==> src/rtl/irf_pkg.sv <==
// Package irf_pkg
// Shared state encoding and frame geometry for the infrared frame
// transmitter. Assumes the fourteen-cell, two-halves-per-cell format.
package irf_pkg;
    localparam int CELLS   = 14;
    localparam int HALVES  = 2 * CELLS;
    localparam int GROUP_W = 5;
    localparam int DATA_W  = 6;
    localparam int KEY_W   = 4;

    typedef enum logic [1:0] {
        ST_IDLE  = 2'd0,
        ST_ARMED = 2'd1,
        ST_SEND  = 2'd2,
        ST_HOLD  = 2'd3
    } tx_state_t;
endpackage

==> src/rtl/irf_frame_fmt.sv <==
// Module irf_frame_fmt
// Builds the 14-bit cell word from the latched key and the fixed group.
// The cell word is sent MSB first. The two start cells are stored as 0,
// so one Manchester rule covers every cell. Purely combinational.
module irf_frame_fmt
    import irf_pkg::*;
#(
    parameter logic [GROUP_W-1:0] GROUP = '0
) (
    input  logic [KEY_W-1:0] key_q,
    output logic [CELLS-1:0] cells
);
    localparam int PAD_W = DATA_W - KEY_W;

    logic [DATA_W-1:0] data_field;
    logic              parity;

    // Compose data field, even parity and full cell word
    always_comb begin
        data_field = {{PAD_W{1'b0}}, key_q};
        parity     = ^{GROUP, data_field};
        cells      = {2'b00, parity, GROUP, data_field};
    end
endmodule

==> src/rtl/irf_cell_timer.sv <==
// Module irf_cell_timer
// Counts cycles within each half-bit, carrier phase and pulse number,
// and the half-bit index across the frame. Holds all counters at zero
// while run is low. Assumes HALF_BIT >= 2*CARRIER_HALF*PULSES.
module irf_cell_timer
    import irf_pkg::*;
#(
    parameter int CARRIER_HALF = 54,
    parameter int PULSES       = 32,
    parameter int HALF_BIT     = 3556
) (
    input  logic                      clk,
    input  logic                      rst_n,
    input  logic                      run,
    output logic [$clog2(HALVES)-1:0] half_idx,
    output logic                      carrier_on,
    output logic                      frame_done
);
    localparam int PERIOD = 2 * CARRIER_HALF;
    localparam int HC_W   = $clog2(HALF_BIT);
    localparam int CC_W   = $clog2(PERIOD);
    localparam int PC_W   = $clog2(PULSES + 1);
    localparam int HI_W   = $clog2(HALVES);

    logic [HC_W-1:0] half_cnt;
    logic [CC_W-1:0] phase_cnt;
    logic [PC_W-1:0] pulse_cnt;
    logic            half_end;
    logic            last_half;

    // Decode half-bit end, frame end and carrier level
    always_comb begin
        half_end   = (half_cnt == HC_W'(HALF_BIT - 1));
        last_half  = (half_idx == HI_W'(HALVES - 1));
        frame_done = run && half_end && last_half;
        carrier_on = (pulse_cnt < PC_W'(PULSES)) && (phase_cnt < CC_W'(CARRIER_HALF));
    end

    // Advance half-bit, carrier phase and pulse counters
    always_ff @(posedge clk) begin
        if (!rst_n || !run) begin
            half_cnt  <= '0;
            phase_cnt <= '0;
            pulse_cnt <= '0;
            half_idx  <= '0;
        end else if (half_end) begin
            half_cnt  <= '0;
            phase_cnt <= '0;
            pulse_cnt <= '0;
            half_idx  <= last_half ? '0 : half_idx + 1'b1;
        end else begin
            half_cnt <= half_cnt + 1'b1;
            if (phase_cnt == CC_W'(PERIOD - 1)) begin
                phase_cnt <= '0;
                if (pulse_cnt != PC_W'(PULSES))
                    pulse_cnt <= pulse_cnt + 1'b1;
            end else begin
                phase_cnt <= phase_cnt + 1'b1;
            end
        end
    end

    AST_PULSE_BOUND: assert property (@(posedge clk) disable iff (!rst_n)
        run |-> (pulse_cnt <= PC_W'(PULSES)))
        else $error("pulse count beyond limit");
    AST_HALF_START_CARRIER: assert property (@(posedge clk) disable iff (!rst_n)
        (run && half_end && !last_half) |=> (carrier_on == (PULSES > 0)))
        else $error("half-bit did not start on a carrier pulse");
endmodule

==> src/rtl/irf_tx.sv <==
// Module irf_tx
// Top of the infrared frame transmitter. It detects the request falling
// edge, latches the key, waits for release, sequences the frame through
// the cell timer and runs the holdoff. Assumes req_n is already
// synchronous to clk.
module irf_tx
    import irf_pkg::*;
#(
    parameter int                 CARRIER_HALF = 54,
    parameter int                 PULSES       = 32,
    parameter int                 HALF_BIT     = 3556,
    parameter int                 HOLDOFF      = 262144,
    parameter logic [GROUP_W-1:0] GROUP        = '0
) (
    input  logic             clk,
    input  logic             rst_n,
    input  logic             req_n,
    input  logic [KEY_W-1:0] key_code,
    output logic             ir_tx,
    output logic             env_n,
    output logic             busy
);
    localparam int HO_W = $clog2(HOLDOFF + 1);
    localparam int HI_W = $clog2(HALVES);

    tx_state_t        state;
    logic             req_q;
    logic             req_fall;
    logic [KEY_W-1:0] key_q;
    logic [HO_W-1:0]  hold_cnt;
    logic [CELLS-1:0] cells;
    logic [HI_W-1:0]  half_idx;
    logic             carrier_on;
    logic             frame_done;
    logic             cur_bit;
    logic             active;

    irf_frame_fmt #(.GROUP(GROUP)) u_fmt (
        .key_q (key_q),
        .cells (cells)
    );

    irf_cell_timer #(
        .CARRIER_HALF(CARRIER_HALF),
        .PULSES      (PULSES),
        .HALF_BIT    (HALF_BIT)
    ) u_timer (
        .clk        (clk),
        .rst_n      (rst_n),
        .run        (state == ST_SEND),
        .half_idx   (half_idx),
        .carrier_on (carrier_on),
        .frame_done (frame_done)
    );

    // Remember the previous request level for falling-edge detection
    always_ff @(posedge clk) begin
        if (!rst_n) req_q <= 1'b1;
        else        req_q <= req_n;
    end

    // Select the current cell and decide whether this half is active
    always_comb begin
        req_fall = req_q && !req_n;
        cur_bit  = cells[CELLS - 1 - int'(half_idx >> 1)];
        active   = (state == ST_SEND) && (cur_bit ^ half_idx[0]);
        ir_tx    = active && carrier_on;
        env_n    = !active;
        busy     = (state != ST_IDLE);
    end

    // Request, send and holdoff sequencing with key latch
    always_ff @(posedge clk) begin
        if (!rst_n) begin
            state    <= ST_IDLE;
            key_q    <= '0;
            hold_cnt <= '0;
        end else begin
            case (state)
                ST_IDLE: if (req_fall) begin
                    key_q <= key_code;
                    state <= ST_ARMED;
                end
                ST_ARMED: if (req_n) state <= ST_SEND;
                ST_SEND: if (frame_done) begin
                    hold_cnt <= '0;
                    state    <= ST_HOLD;
                end
                ST_HOLD: begin
                    if (hold_cnt == HO_W'(HOLDOFF - 1)) state <= ST_IDLE;
                    hold_cnt <= hold_cnt + 1'b1;
                end
                default: state <= ST_IDLE;
            endcase
        end
    end

    AST_IDLE_QUIET: assert property (@(posedge clk) disable iff (!rst_n)
        !busy |-> (!ir_tx && env_n))
        else $error("output active while idle");
    AST_CARRIER_IN_ENVELOPE: assert property (@(posedge clk) disable iff (!rst_n)
        ir_tx |-> !env_n)
        else $error("carrier outside envelope");
    AST_WAIT_RELEASE: assert property (@(posedge clk) disable iff (!rst_n)
        (state == ST_ARMED && !req_n) |=> (state == ST_ARMED && !ir_tx))
        else $error("frame began before request release");
    AST_KEY_HELD: assert property (@(posedge clk) disable iff (!rst_n)
        (busy && $past(busy)) |-> $stable(key_q))
        else $error("latched key changed while busy");
    AST_FRAME_TO_HOLD: assert property (@(posedge clk) disable iff (!rst_n)
        frame_done |=> (state == ST_HOLD && !ir_tx && busy))
        else $error("frame end did not enter holdoff");
    AST_IGNORE_BUSY: assert property (@(posedge clk) disable iff (!rst_n)
        (busy && req_fall && state != ST_HOLD) |=> busy)
        else $error("busy dropped on a request edge");
endmodule

==> config.mk <==
export PLATFORM = sky130hd
export DESIGN_NAME = irf_tx
export DESIGN_NICKNAME = d
export VERILOG_FILES = /design/src/rtl/irf_pkg.sv /design/src/rtl/irf_frame_fmt.sv /design/src/rtl/irf_cell_timer.sv /design/src/rtl/irf_tx.sv
export SDC_FILE = /design/constraint.sdc
export NUM_CORES = 1
export LEC_CHECK = 0
export ABC_AREA = 1
export BUFFER_PORTS_ARGS = -buffer_cell sky130_fd_sc_hd__clkbuf_2
export CAP_MARGIN = 20
export CELL_PAD_IN_SITES_DETAIL_PLACEMENT = 1
export CELL_PAD_IN_SITES_GLOBAL_PLACEMENT = 2
export CORE_ASPECT_RATIO = 1.1
export CORE_UTILIZATION = 35
export CTS_CLUSTER_SIZE = 8
export DETAILED_ROUTE_END_ITERATION = 6
export PLACE_DENSITY_LB_ADDON = 0.08
export SYNTH_ARGS = -nofsm -noshare
export SYNTH_HDL_FRONTEND = slang
export SYNTH_SLANG_ARGS = --single-unit
==> constraint.sdc <==
create_clock -name clk -period 2.4 [get_ports clk]
set_clock_uncertainty 0.2 [all_clocks]
set_input_delay 0.12 -clock clk [delete_from_list [all_inputs] [get_ports clk]]
set_output_delay 0.12 -clock clk [all_outputs]
set_load 0.1 [all_outputs]
* Word-level counts from Yosys, hierarchy flattened *
Index checks and enable logic that the tools add are counted.

storage, ports and cells
  register bits after elaboration = 56
  input bits = 7
  output and inout port bits = 3
  word-level logic and storage cells = 62

operators by class
  add/subtract/negate cells = 6
  $lt $le $gt $ge = 3
  equal/unequal tests = 12
  multiplexer cells = 11
  bitwise operators = 1
  reductions and logical operators = 21

operators with widths
  kind                                                                           count
  19-bit case mux with 2 select lines                                            1
  19-bit by 1-bit adder with 19-bit output (second input constant)               1
  19-bit by 18-bit equality test with 1-bit output (second input constant)       1
  19-bit 2-to-1 mux                                                              1
  12-bit by 1-bit adder with 12-bit output (second input constant)               1
  12-bit equality test (second input constant)                                   1
  11-bit parity                                                                  1
  2-bit 2-to-1 mux                                                               4
  2-bit inequality test (second input constant)                                  4
  2-bit case mux with 4 select lines                                             1
  7-bit by 1-bit adder with 7-bit output (second input constant)                 1
  7-bit equality test (second input constant)                                    1
  7-bit by 6-bit less-than comparator with 1-bit output (second input constant)  1
  6-bit by 1-bit adder with 6-bit output (second input constant)                 1
  1-bit logical AND                                                              6
  5-bit by 6-bit less-than comparator with 1-bit output (second input constant)  1
  6-bit less-than comparator (second input constant)                             1
  6-bit inequality test (second input constant)                                  1
  2-bit AND reduction                                                            3
  5-bit by 1-bit adder with 5-bit output (second input constant)                 1
  5-bit equality test (second input constant)                                    1
  5-bit 2-to-1 mux                                                               1
  4-bit by 4-bit subtractor with 5-bit output (first input constant)             1
  1-bit binary-select mux with 4-bit select                                      1
  11 further kinds                                                               17

* Longest topological paths before layout *
  depth in word-level cells = 7
  mapped depth = 11
  gate-level depth less buffers = 11

* Hierarchy *
A second synthesis with hierarchy kept.

unflattened totals
  cells, all modules = 497
  area, all modules = 3263.1 µm²

by module, submodules not included
  module          instances  cells each  area an instance (µm²)  seq. area each (µm²)
  irf_cell_timer  1          235         1585.3                  600.6
  irf_tx          1          228         1495.2                  520.5
  irf_frame_fmt   1          34          182.7                   0.0

* Least setup slack after synthesis *
Ideal clock, no wire load.

  path kind = register to output
  from = reg u_timer.half_idx[2]
  to = out ir_tx
  data arrival time = 3.470 ns
  data required time = 2.080 ns
  path slack = -1.390 ns
  cell stages (with the launch flop) = 8
  buffers on the path = 0
  cell sequence = dfxtp_1 > inv_1 > ha_1 > nor3_1 > nand4_1 > nand3_1 > nand3_1 > nor2_1

between the ends
  longest elaborated chain between the ends = 7

RTL lines
  item                                                 line                  text
  start: declaration                                   irf_cell_timer.sv:15  output logic [$clog2(HALVES)-1:0] half_idx,
  start signal: assignment                             irf_cell_timer.sv:50  half_idx <= last_half ? '0 : half_idx + 1'b1;
  4-bit by 4-bit subtractor with 5-bit output          irf_tx.sv:65          cur_bit = cells[CELLS - 1 - int'(half_idx >> 1)];
  1-bit binary-select mux with 4-bit select            irf_tx.sv:65
  1-bit 2-to-1 mux (not written as such) (2 in a row)  irf_tx.sv:65
  1-bit XOR                                            irf_tx.sv:66          active = (state == ST_SEND) && (cur_bit ^ half_idx[0]);
  1-bit logical AND                                    irf_tx.sv:66
  1-bit logical AND                                    irf_tx.sv:67          ir_tx = active && carrier_on;
  end: declaration                                     irf_tx.sv:19          output logic ir_tx,

No other way between the ends. The select of a mux whose other input is x is not followed.

* Final worst setup path *
Ends and elaborated chain as after synthesis.

==> metrics.md <==
| Metric | Value |
|---|---|
| Seq/Total Area, Yosys | `0.356` |
| Post-synthesis simple-gate area fraction | `0.358` |
| Input/output buffers | `9` |
| Die span in y | `slightly above 100 um` |
| Status | `finished, final reports clean` |
| Dpl cell area | `between 3000 and 4000 sq um` |
| Core area | `8540 sq um` |
| Largest net degree at the start of global routing | `17` |
| Power Dens Cells | `606 nW/um^2` |
| Hold Path Origin | `u_timer.phase_cnt[0]$_SDFF_PP0_` |
| Worst slew margin relative to its limit | `0.643` |
| Initial antenna violation count | `0` |
| Max VDD drop | `0.245 mV` |
| Final period utilization | `0.933` |
| Worst path cell trace | `inv_2 > ha_1 > nor3_1 > nand4_1 > nand3_2 > nand3_4 > nor2_4 > buf_12` |
| Hold Fails Final Rpt | `0` |
| Area Growth Syn to Fin | `13.3%` |
| Max-Cap Viols | `0` |
| DP HPWL | `~5.7 mm` |
| Synth Register Bits | `56` |
| CP arrival | `approximately 1.9 ns` |
| Tot GR Track Use | `0.180` |
| Clock transition at path regs | `about 0.10 ns` |
| Num CTS Buffers | `5` |
| Die Width | `92.4 um` |
| CP Class | `flip-flop to output pin` |
| Yosys warnings | `0` |
| Final nets | `slightly below 500` |
| Io pins | `10` |
| Routed vias/inst | `between 4 and 5` |
| Routability cong. | `roughly 0.74` |
| Syn_nets | `between 400 and 500` |
| Final instance area | `3560 sq um` |
| Buf/Inv on CP | `2` |
| Post-CTS Repair Setup Buffers | `0` |
| Cells after synthesis | `approximately 460` |
| Final TNS setup | `0 ns` |
| Worst endpoint required time | `approximately 2.1 ns` |
| Tmin final | `2.24 ns` |
| Initial DRT Pass Iterations | `4` |
| Largest family of logic cells by synthesized area | `simple AND/OR/NAND/NOR gates` |
| Post-synthesis cell type count | `38` |
| CP startpoint | `u_timer.half_idx[2]$_SDFFE_PP0N_` |
| H-tree Lvls | `2` |
| Max FO, Critical Path | `5` |
| Hold/Removal Path Class | `flip-flop to flip-flop` |
| Clock buffer depth | `2` |
| Syn Std Cell Area | `roughly 3100 sq um` |
| Post-synthesis area per instance | `6.90 sq um` |
| Starting Density | `0.368` |
| CP peak stage delay | `about 0.36 ns` |
| CTS Sinks | `56` |
| Share of cells above drive strength 1 | `0.119` |
| Unrepaired setup endpoints after global routing | `false` |
| Root buffer cell | `clkbuf_8` |
| DRC | `0` |
| Routed Antenna Nets | `0` |
| Post-synthesis xor/xnor area fraction | `0.0473` |
| CP endpoint kind | `output pin` |
| Multiplexer share of the synthesized area | `0` |
| Post-Synth Adder-Cell Area | `0.0517` |
| Full die area | `roughly 9400 sq um` |
| CP Launch Type | `flip-flop` |
| Reg2reg start | `state[1]$_SDFFE_PN0P_` |
| Final wirelength | `roughly 7.6 mm` |
| Final setup violation count | `0` |
| Ant. Diodes | `0` |
| Global route overflow | `0` |
| Post-synthesis compound-gate area fraction | `0.0891` |
| Max Slew Vio Count | `0` |
| Worst path slowest cell | `dfxtp_2` |
| Initial DRC count | `56` |
| Clk Latency, worst-skew pair | `0.31 ns` |
| Num rows | `35` |
| Global-route wire length before repair | `around 13 mm` |
| CTS tree | `done` |
| Top Family by Delay on Critical Path | `simple AND/OR/NAND/NOR gates` |
| Vias in the first global route | `roughly 2.9k` |
| Max Freq | `~0.45 GHz` |
| Wirelength per Cell | `between 10 and 15 um` |
| Via count | `roughly 2.8k` |
| Actual slew at the worst max-slew pin | `approximately 0.54 ns` |
| Pleak | `approximately 0.0014 uW` |
-- sequential cells by signal, summed over array words and instances (netlist names) --
| register | count |
|---|---|
| u_timer.half_idx | 5 |
| u_timer.half_cnt | 12 |
| u_timer.pulse_cnt | 6 |
| u_timer.phase_cnt | 7 |
| hold_cnt | 19 |
| req_q | 1 |
| key_q | 4 |
| state | 2 |
-- cells in the mapped netlist (all sizes together) --
cell type | count | share of area
nand2 | 107 | 0.13
nor2 | 77 | 0.10
inv | 61 | 0.073
dfxtp | 56 | 0.36
a21oi | 34 | 0.055
nand3 | 31 | 0.054
o21ai | 17 | 0.028
ha | 13 | 0.052
nand4 | 13 | 0.028
xor2 | 12 | 0.033
nor3 | 10 | 0.019
buf | 6 | 0.020
xnor2 | 5 | 0.014
nand3b | 3 | 0.0072
clkbuf | 2 | 0.0036
nor3b | 2 | 0.0064
or2 | 2 | 0.0040
and2 | 1 | 0.0020
clkinv | 1 | 0.0016
nor4 | 1 | 0.0020
o211a | 1 | 0.0032
o21bai | 1 | 0.0024
-- layout by cell type, fill, tap and decap left out, drive strengths merged, types with 2 or more instances in the layout --
master       netlist  final
nand2            107    107
nor2              77     77
inv               61     61
dfxtp             56     56
a21oi             34     34
nand3             31     31
o21ai             17     17
clkbuf             2     14
ha                13     13
nand4             13     13
xor2              12     12
dlygate4sd3        0     11
nor3              10     10
xnor2              5      5
buf                6      4
nand3b             3      3
or2                2      2
nor3b              2      2
-- stage by stage --
stage,utilization,power (uW),worst slack [ns],std cells,hold slack (ns)
4_1_cts,0.417,2200,0.0119,589,0.261
6_report,0.417,2160,0.160,589,0.255
3_3_place_gp,0.389,1460,0.377,570,0.138
5_1_grt,0.417,2290,0.0166,589,0.277
3_5_place_dp,0.389,1480,0.349,570,0.145
2_1_floorplan,-,1390,0.0354,456,0.0411
-- cell families (layout without fill, tap and decap cells) --
| family | count (synthesis) | count (layout) |
|---|---|---|
| AOI/OAI and AO/OA | 53 | 53 |
| xor gates and xnor gates | 17 | 17 |
| adders and majority gates | 13 | 13 |
| buffers and inverters | 70 | 92 |
| DFF | 56 | 56 |
| and+or+nand+nor | 247 | 247 |
-- timing repair --
item | CTS | global route
resized for setup | 0 | 3
endpoints found under the hold margin | 7 | 0
hold buffers | 11 | 0
endpoints found under the setup margin | 0 | 1
-- power by group --
group	switching [uW]	total [uW]	internal, uW
combinational	331	465	134
sequential	35.4	1010	971
clock	321	690	369
total	687	2160	1470
-- layout make-up --
| type | count | area, sq um |
|---|---|---|
| flip-flops and latches | 56 | 1120 |
| clock inverters | 1 | 30.0 |
| well taps | 111 | 139 |
| inverters | 62 | 234 |
| clock buffers | 7 | 96.3 |
| fillers | 1113 | 4970 |
| multi-input cells | 330 | 1740 |
| repair buffers | 22 | 200 |
-- layer usage --
layer	track usage	vias to the layer above	routed length, um
met5	0	-	0
met2	0.328	14	3840
li1	-	1487	-
met3	0.0270	8	105
met1	0.218	1316	3560
met4	0.0565	0	121
-- worst paths after layout --
kind | cells past startpoint | end | slack [ns]
setup reg to reg | 6 | key_q[0]$_SDFFE_PN0P_ | 0.30
hold / removal | 1 | u_timer.phase_cnt[0]$_SDFF_PP0_ | 0.25
setup / recovery | 8 | ir_tx | 0.16
hold reg to reg | 1 | u_timer.phase_cnt[0]$_SDFF_PP0_ | 0.25
Power figures use the tool's default switching activity.
